File: src/rtl/pbus_pkg.sv
package pbus_pkg;
    typedef enum logic [1:0] {
        ST_IDLE,
        ST_WAIT,
        ST_DONE,
        ST_TAIL
    } bus_state_e;
endpackage

File: src/rtl/pbus_decode.sv
module pbus_decode #(
    parameter int ADDR_W = 15,
    parameter int IDX_W  = 3
) (
    input  logic              sel_n,
    input  logic              rd_wrn,
    input  logic              wstb_n,
    input  logic              dstb_n,
    input  logic [ADDR_W-1:0] addr,
    output logic              wr_req,
    output logic              rd_req,
    output logic              hit,
    output logic [IDX_W-1:0]  idx
);
    localparam int HI_W = ADDR_W - IDX_W;

    always_comb begin
        wr_req = !sel_n && !rd_wrn && !wstb_n;
        rd_req = !sel_n &&  rd_wrn && !dstb_n;
        idx    = addr[IDX_W-1:0];
        hit    = (addr[ADDR_W-1:IDX_W] == {HI_W{1'b0}});
    end
endmodule

File: src/rtl/pbus_regfile.sv
module pbus_regfile #(
    parameter int DATA_W = 8,
    parameter int IDX_W  = 3
) (
    input  logic              clk,
    input  logic              rst,
    input  logic              we,
    input  logic [IDX_W-1:0]  widx,
    input  logic [DATA_W-1:0] wdata,
    input  logic [IDX_W-1:0]  ridx,
    output logic [DATA_W-1:0] rdata
);
    localparam int NREG = 1 << IDX_W;

    logic [NREG-1:0][DATA_W-1:0] mem;

    for (genvar i = 0; i < NREG; i++) begin : g_reg
        always_ff @(posedge clk) begin
            if (rst) begin
                mem[i] <= '0;
            end else if (we && (widx == IDX_W'(i))) begin
                mem[i] <= wdata;
            end
        end
    end

    assign rdata = mem[ridx];


    hold_without_write_chk: assert property (@(posedge clk) disable iff (rst)
        !we |=> $stable(mem));
endmodule

File: src/rtl/pbus_fsm.sv
module pbus_fsm
    import pbus_pkg::*;
#(
    parameter int DATA_W = 8,
    parameter int NWAIT  = 1
) (
    input  logic              clk,
    input  logic              rst,
    input  logic              sel_n,
    input  logic              den_n,
    input  logic              wr_req,
    input  logic              rd_req,
    input  logic [DATA_W-1:0] rd_val,
    output logic              commit,
    output logic              rdy,
    output logic              oe,
    output logic [DATA_W-1:0] rdata
);
    localparam int CNT_W = (NWAIT > 1) ? $clog2(NWAIT) : 1;
    localparam logic [CNT_W-1:0] LAST = CNT_W'((NWAIT > 0) ? NWAIT - 1 : 0);

    bus_state_e       state_q, state_d;
    logic [CNT_W-1:0] cnt_q, cnt_d;
    logic             kind_q, kind_d;
    logic             fire;
    logic             still_on;

    assign still_on = kind_q ? rd_req : wr_req;

    always_comb begin
        state_d = state_q;
        cnt_d   = cnt_q;
        kind_d  = kind_q;
        fire    = 1'b0;
        unique case (state_q)
            ST_IDLE: begin
                if (wr_req || rd_req) begin
                    kind_d = rd_req;
                    cnt_d  = '0;
                    if (NWAIT == 0) begin
                        state_d = ST_DONE;
                        fire    = 1'b1;
                    end else begin
                        state_d = ST_WAIT;
                    end
                end
            end
            ST_WAIT: begin
                if (sel_n) begin
                    state_d = ST_IDLE;
                end else if (cnt_q == LAST) begin
                    if (still_on) begin
                        state_d = ST_DONE;
                        fire    = 1'b1;
                    end
                end else begin
                    cnt_d = cnt_q + 1'b1;
                end
            end
            ST_DONE: begin
                state_d = sel_n ? ST_IDLE : ST_TAIL;
            end
            ST_TAIL: begin
                if (sel_n) begin
                    state_d = ST_IDLE;
                end
            end
            default: state_d = ST_IDLE;
        endcase
    end

    assign commit = fire && !kind_d;

    always_ff @(posedge clk) begin
        if (rst) begin
            state_q <= ST_IDLE;
            cnt_q   <= '0;
            kind_q  <= 1'b0;
        end else begin
            state_q <= state_d;
            cnt_q   <= cnt_d;
            kind_q  <= kind_d;
        end
    end

    always_ff @(posedge clk) begin
        if (rst) begin
            rdy   <= 1'b0;
            oe    <= 1'b0;
            rdata <= '0;
        end else begin
            rdy <= fire;
            oe  <= ((state_d == ST_WAIT) || (state_d == ST_DONE)) && kind_d && !den_n;
            if (fire && kind_d) begin
                rdata <= rd_val;
            end
        end
    end


    rdy_single_chk: assert property (@(posedge clk) disable iff (rst)
        rdy |=> !rdy);


    abort_idle_chk: assert property (@(posedge clk) disable iff (rst)
        (state_q == ST_WAIT && sel_n) |=> (state_q == ST_IDLE && !rdy));


    rdy_needs_sel_chk: assert property (@(posedge clk) disable iff (rst)
        rdy |-> $past(!sel_n));


    oe_den_chk: assert property (@(posedge clk) disable iff (rst)
        oe |-> $past(!den_n));
endmodule

File: src/rtl/pbus_slave.sv
module pbus_slave #(
    parameter int ADDR_W = 15,
    parameter int DATA_W = 8,
    parameter int IDX_W  = 3,
    parameter int NWAIT  = 1
) (
    input  logic              clk,
    input  logic              rst,
    input  logic              sel_n,
    input  logic              rd_wrn,
    input  logic              wstb_n,
    input  logic              dstb_n,
    input  logic              den_n,
    input  logic [ADDR_W-1:0] addr,
    input  logic [DATA_W-1:0] wdata,
    output logic [DATA_W-1:0] rdata,
    output logic              rdata_oe,
    output logic              rdy
);
    logic              wr_req, rd_req, hit;
    logic [IDX_W-1:0]  idx;
    logic [DATA_W-1:0] file_q;
    logic [DATA_W-1:0] rd_val;
    logic              commit;
    logic              file_we;

    pbus_decode #(.ADDR_W(ADDR_W), .IDX_W(IDX_W)) u_dec (
        .sel_n  (sel_n),
        .rd_wrn (rd_wrn),
        .wstb_n (wstb_n),
        .dstb_n (dstb_n),
        .addr   (addr),
        .wr_req (wr_req),
        .rd_req (rd_req),
        .hit    (hit),
        .idx    (idx)
    );

    assign file_we = commit && hit;
    assign rd_val  = hit ? file_q : '0;

    pbus_regfile #(.DATA_W(DATA_W), .IDX_W(IDX_W)) u_rf (
        .clk   (clk),
        .rst   (rst),
        .we    (file_we),
        .widx  (idx),
        .wdata (wdata),
        .ridx  (idx),
        .rdata (file_q)
    );

    pbus_fsm #(.DATA_W(DATA_W), .NWAIT(NWAIT)) u_fsm (
        .clk    (clk),
        .rst    (rst),
        .sel_n  (sel_n),
        .den_n  (den_n),
        .wr_req (wr_req),
        .rd_req (rd_req),
        .rd_val (rd_val),
        .commit (commit),
        .rdy    (rdy),
        .oe     (rdata_oe),
        .rdata  (rdata)
    );


    commit_with_rdy_chk: assert property (@(posedge clk) disable iff (rst)
        commit |=> rdy);
endmodule

File: config.mk
export PLATFORM = sky130hd
export DESIGN_NAME = pbus_slave
export DESIGN_NICKNAME = d
export VERILOG_FILES = /design/src/rtl/pbus_pkg.sv /design/src/rtl/pbus_decode.sv /design/src/rtl/pbus_regfile.sv /design/src/rtl/pbus_fsm.sv /design/src/rtl/pbus_slave.sv
export SDC_FILE = /design/constraint.sdc
export NUM_CORES = 1
export LEC_CHECK = 0
export ABC_AREA = 0
export BUFFER_PORTS_ARGS = -buffer_cell sky130_fd_sc_hd__buf_2
export CAP_MARGIN = 10
export CORE_MARGIN = 1
export CORE_UTILIZATION = 45
export CTS_CLUSTER_DIAMETER = 100
export CTS_CLUSTER_SIZE = 8
export DETAILED_ROUTE_END_ITERATION = 16
export GPL_ROUTABILITY_DRIVEN = 0
export SLEW_MARGIN = 20
export SYNTH_ARGS = -nofsm -noshare
export SYNTH_HDL_FRONTEND = slang
export SYNTH_HIERARCHICAL = 1
export SYNTH_SLANG_ARGS = --single-unit
File: constraint.sdc
create_clock -name clk -period 3.5 [get_ports clk]
set_input_delay 0.7 -clock clk [delete_from_list [all_inputs] [get_ports clk]]
set_output_delay 0.7 -clock clk [all_outputs]
set_load 0.05 [all_outputs]
### Word-level counts from Yosys, hierarchy flattened

Cells that the tools add are included.

| cells by class | value |
|---|---|
| add/sub/neg operators | 1 |
| multipliers | 0 |
| divide/modulo/power cells | 0 |
| $lt $le $gt $ge | 1 |
| eq/ne operators | 14 |
| shifts and indexed selects | 0 |
| mux-type cells | 21 |
| bitwise operators | 0 |
| reduce and logical (&&, ||, !) cells | 30 |

Operator list:

| operator | number |
|---|---|
| $bmux W8 S3 | 1 |
| $logic_and A1 B1 Y1 | 17 |
| $mux W8 | 2 |
| $eq A3 B3 Y1 const B | 4 |
| $logic_not A12 Y1 | 1 |
| $mux W2 | 6 |
| $mux W1 | 10 |
| $pmux W2 S4 | 1 |
| $eq A2 B2 Y1 const B | 3 |
| $eq A3 B2 Y1 const B | 2 |
| $logic_not A1 Y1 | 6 |
| $eq A2 B1 Y1 const B | 2 |
| $lt A3 B4 Y1 const B | 1 |
| $eq A3 B1 Y1 const B | 1 |
| $logic_not A3 Y1 | 1 |
| $reduce_and A3 Y1 | 1 |
| $logic_not A2 Y1 | 1 |
| $logic_or A1 B1 Y1 | 2 |
| $ne A2 B1 Y1 const B | 1 |
| $ne A2 B2 Y1 const B | 1 |
| $pmux W1 S2 | 1 |
| $reduce_bool A2 Y1 | 1 |
| $add A1 B1 Y1 const B | 1 |

| word-level totals | value |
|---|---|
| flip-flop bits (word level) | 78 |
| latch bits | 0 |
| RAM bits | 0 |
| ROM bits | 0 |
| input port bits | 30 |
| output and inout port bits | 10 |
| word-level logic and storage cells | 81 |
| memories | 0 |

### Depth between registers and ports, before layout

| logic depth | value |
|---|---|
| word-level depth | 12 |
| depth in mapped cells | 10 |
| mapped depth without buffers | 8 |

### By module

Netlist, hierarchy kept.

Modules (own cells, without submodules):

| module | instances | cells each | area each (µm²) | seq. area each (µm²) |
|---|---|---|---|---|
| pbus_regfile | 1 | 301 | 2901.5 | 1281.2 |
| pbus_fsm | 1 | 59 | 584.3 | 260.2 |
| pbus_decode | 1 | 9 | 60.1 | 0.0 |
| pbus_slave | 1 | 9 | 56.3 | 0.0 |

### Worst setup path after synthesis

OpenSTA, ideal clock, no wires.

| timing path | value |
|---|---|
| kind | in2reg |
| from | in sel_n |
| to | reg u_rf/mem[15] (netlist name) |
| setup time | 0.128 ns |
| arrival | 2.614 ns |
| required time | 3.372 ns |
| slack | 0.758 ns |
| stages | 10 |
| buffers on the path | 2 |
| path through | nor3_1 or3b_1 a22oi_2 nor2b_1 and2_1 buf_2 nor4bb_1 buf_2 mux2i_1 nor2_1 |

| between the ends | value |
|---|---|
| cells in the longest elaborated chain, start to end | 11 |
| elaborated cells on any way between the ends | 17 |
| classes of those cells | mux: 7; reduce/logical: 10 |

Ends and longest elaborated chain:

| element | RTL line | RTL |
|---|---|---|
| start: declaration | pbus_slave.sv:9 | `input logic sel_n,` |
| $logic_not A1 Y1 | pbus_decode.sv:18, pbus_decode.sv:19 |  |
| $logic_and A1 B1 Y1 (on tied branches) (2 in a row) | pbus_decode.sv:18, pbus_decode.sv:19 |  |
| $mux W1 | pbus_fsm.sv:28 | `assign still_on = kind_q ? rd_req : wr_req;` |
| $mux W1 | pbus_fsm.sv:52 | `if (still_on) begin` |
| $mux W1 | pbus_fsm.sv:51 | `end else if (cnt_q == LAST) begin` |
| $mux W1 | pbus_fsm.sv:49 | `if (sel_n) begin` |
| $mux W1 | pbus_fsm.sv:35 | `unique case (state_q)` |
| $logic_and A1 B1 Y1 (*) | pbus_fsm.sv:72 | `assign commit = fire && !kind_d;` |
| via commit | pbus_slave.sv:24 | `logic commit;` |
| $logic_and A1 B1 Y1 (*) | pbus_slave.sv:39 | `assign file_we = commit && hit;` |
| via file_we | pbus_slave.sv:25 | `logic file_we;` |
| $logic_and A1 B1 Y1 (*) | pbus_regfile.sv:21 | `end else if (we && (widx == IDX_W'(i))) begin` |
| end signal: indexed assignment | pbus_regfile.sv:22 | `mem[i] <= wdata;` |
| end: declaration | pbus_regfile.sv:15 | `logic [NREG-1:0][DATA_W-1:0] mem;` |

Mark *: on every way through the listed nets, which the timed path passes. The rest lies on a longest branch.
A chain may end at the register's enable or synchronous reset.

### Worst setup path in the final report

| timing path | value |
|---|---|
| from | in sel_n |
| to | reg u_rf/mem[20] (netlist name) |

| between the ends | value |
|---|---|
| cells in the longest elaborated chain, start to end | 11 |
| elaborated cells on any way between the ends | 17 |
| classes of those cells | mux: 7; reduce/logical: 10 |

Ends and longest elaborated chain:

| element | RTL line | RTL |
|---|---|---|
| $logic_not A1 Y1 (*) | pbus_decode.sv:18 | `wr_req = !sel_n && !rd_wrn && !wstb_n;` |
| $logic_and A1 B1 Y1 (*) (2 in a row) | pbus_decode.sv:18 |  |
| via wr_req | pbus_slave.sv:20 | `logic wr_req, rd_req, hit;` |
| $mux W1 | pbus_fsm.sv:28 |  |
| $mux W1 | pbus_fsm.sv:52 |  |
| $mux W1 | pbus_fsm.sv:51 |  |
| $mux W1 | pbus_fsm.sv:49 |  |
| $mux W1 | pbus_fsm.sv:35 |  |
| $logic_and A1 B1 Y1 (*) | pbus_fsm.sv:72 |  |
| via commit | pbus_slave.sv:24 |  |
| $logic_and A1 B1 Y1 (*) | pbus_slave.sv:39 |  |
| via file_we | pbus_slave.sv:25 |  |
| $logic_and A1 B1 Y1 (*) | pbus_regfile.sv:21 |  |

Marks and branches as above.

==> flow_summary.ini <==
[critical_path]
cpPeakStageDelay_ns = 0.41
cp-end-kind = flip-flop
cp_max_fo = 13
cp_top_family = simple AND/OR/NAND/NOR gates
critPathSlowestCell = nor4bb_2
worstPathRequired_ns = 3.73
worst-path-buf-inv = 2
critPathKind = input port to flip-flop
path_cells = buf_2 > nor3_1 > or3b_1 > a22oi_2 > nor2b_1 > and2_1 > nor4bb_2 > buf_4 > mux2i_1 > nor2_1
start_kind = input port
arrival_ns = 3.08

[detailed_routing]
drt-initial-drc-count = 156
wl_per_cell_um = 15.8
vias_per_cell = 5.33
vias = 2718
drt-pass1-iter-count = 4
routed_wl_um = 8070
ant_nets = 0
drc = 0

[clock_tree]
cts.htree.levels = 3
clock_latency_ns = 0.35
clk_pin_slew_ns = 0.07
clockBufferDepth = 2
cts_hold_buf = 0
cts_made_buffers = 9
ctsResizeCount = 0
root_buffer = clkbuf_8
cts_tree = built
cts.sinks = 77
cts_setup_buffers = 0

[global_routing]
grt.total_usage = 0.206
grt.overflow.total = 0
antenna_found_initial = 0
grt_max_degree = 51
grt_pass1_wl_um = 13000
grt_pass1_vias = 2495

[final_layout]
area_delta_synth_final_pct = 11.5
seq_area_um2 = 1540
final_cell_mix = nand2_1 (81), dfxtp_1 (77), a21oi_1 (41)
fillers = 734
drive_gt1_frac = 0.194
multi_input_area_um2 = 1880
final_util = 0.520
fin_nets = 433
insertedDiodeCount = 0
final_common_cell = nand2_1

[pwr]
p_total_mw = 1.57
p_seq_frac = 0.561
leakagePower_nw = 1.49
pwr-share-comb = 0.054
internal_power_mw = 1.21
p_clk_frac = 0.385
netSwitchingPower_mw = 0.360
power-per-cell-area_nw_per_um2 = 390
ir_drop_mv = 0.255
switching_share = 0.230

[synthesis]
yosysSeqAreaShare = 0.428
synth-main-ff-cell = dfxtp_1
synth_top_cell_by_area = dfxtp_1
synth-simple-area-share = 0.220
syn_nets = 408
muxShareOfSynthArea = 0.234
ys_types = 35
synth-compound-area-share = 0.0636
async_flop_share = 0
synth-seq-cells = 77
synth_area_um2 = 3600
synth_top_family_by_area = multiplexers
syn_inst = 378
yosysWarnings = 6
synth-edff-count = 0
yosys.area_share.adder = 0
postSynthAreaPerCell_um2 = 9.53
synth_top_area_share = 0.428
synthTopCellsByArea = dfxtp_1 (43%), mux4_1 (12%), mux2i_1 (8.9%), nand2_1 (8.4%), a21oi_1 (5.7%)
synth_xor_area_frac = 0

[timing]
setup_tns_ns = 0
hold_viol = 0
slew_violations = 0
setup-violations-final = 0
rsz0062_at_grt = no
slew_headroom = 0.451
timing.final.ws_setup_ns = 0.655
tightest_slew_ns = 0.824
min_period_ns = 2.84
clock_skew_ns = 0.00448
fmax_ghz = 0.352
finalCritPeriodShare = 0.813
holdWs_ns = 0.453

[die]
die_height_um = 91.5
rows = 32
die_x_um = 91.5
dieArea_um2 = 8370
boundaryPins = 40
core_area_um2 = 7730
start_util = 0.466

[job]
max-cap-violations = 0

[placement]
pre_cts_slack_ns = 0.338
place.detailed.hpwl_um = 5200
port_buffers = 39

[hold_path]
hold_path_class = flip-flop to flip-flop

[run_status]
status = complete, no violations
[cells by family after synthesis]
logic type             after synthesis
AO/OA/AOI/OAI                       44
buffers and inverters               39
flip-flops                          77
multiplexers                        57
AND/OR/NAND/NOR                    161
[stage by stage]
| step | instances | instance area (um^2) |
|---|---|---|
| after global placement | 494 | 3850 |
| after CTS | 510 | 4020 |
| after detailed placement | 494 | 3850 |
| after floorplan | 378 | 3600 |
| after global routing | 510 | 4020 |
| final | 510 | 4020 |
[synthesized netlist by cell type (2+ instances only)]
library cell  count
and2_1            9
buf_2             9
nand4b_1          3
and3_1            2
buf_6             2
nor4bb_1          3
mux2i_1          32
nor2_1           28
a21oi_1          41
dfxtp_1          77
buf_4             4
nand2_1          81
nand2b_1         16
mux2_2            9
clkbuf_1         20
nor2b_1           2
buf_1             2
nor4_1            4
mux4_1           16
and4b_1           3
[power groups by stage]
stage / sequential (mW) / clock (mW) / combinational, mW
floorplan: 0.900 / 0 / 0.0614
global placement: 0.900 / 0 / 0.0839
detailed placement: 0.900 / 0 / 0.0847
CTS: 0.879 / 0.624 / 0.0848
global route: 0.879 / 0.655 / 0.0916
finish: 0.879 / 0.603 / 0.0843
[worst paths after layout]
kind / from / slack, ns / endpoint / cells after the start
setup / recovery: sel_n / 0.66 / u_rf/mem[20]$_SDFFE_PP0P_ / 10
hold / removal: u_rf/mem[1]$_SDFFE_PP0P_ / 0.45 / u_rf/mem[1]$_SDFFE_PP0P_ / 2
setup reg to reg: u_fsm/state_q[0]$_SDFF_PP0_ / 1.06 / u_rf/mem[20]$_SDFFE_PP0P_ / 8
hold reg to reg: u_rf/mem[1]$_SDFFE_PP0P_ / 0.45 / u_rf/mem[1]$_SDFFE_PP0P_ / 2
[flip-flops by register name (all words and copies together), names as in the netlist]
register,count
u_fsm/state_q,2
u_fsm/oe,1
u_rf/mem,64
u_fsm/rdy,1
u_fsm/kind_q,1
u_fsm/rdata,8
[layout make-up]
| cell class | instances | share of cell area |
|---|---|---|
| inverter | 1 | 0.000934 |
| timing repair buffer | 52 | 0.0729 |
| sequential | 77 | 0.384 |
| multi-input combinational | 262 | 0.468 |
| clock buffer | 15 | 0.0414 |
| clock inverter | 1 | 0.00125 |
| tap | 102 | 0.0318 |
[routing by layer]
layer | vias up | share of wire | GRT usage
li1 | 1352 | - | -
met1 | 1299 | 0.48 | 0.279
met2 | 56 | 0.46 | 0.327
met3 | 11 | 0.044 | 0.0343
met4 | 0 | 0.014 | 0.0833
met5 | - | 0 | 0
[worst reg2reg max path, stage by stage, from the launching register on]
cell and delay, ns:
dfxtp_1 0.35, or3b_1 0.40, a22oi_2 0.18, nor2b_1 0.14, and2_1 0.35, nor4bb_2 0.41
buf_4 0.24, mux2i_1 0.21, nor2_1 0.05
(Power assumes the default switching activity.)
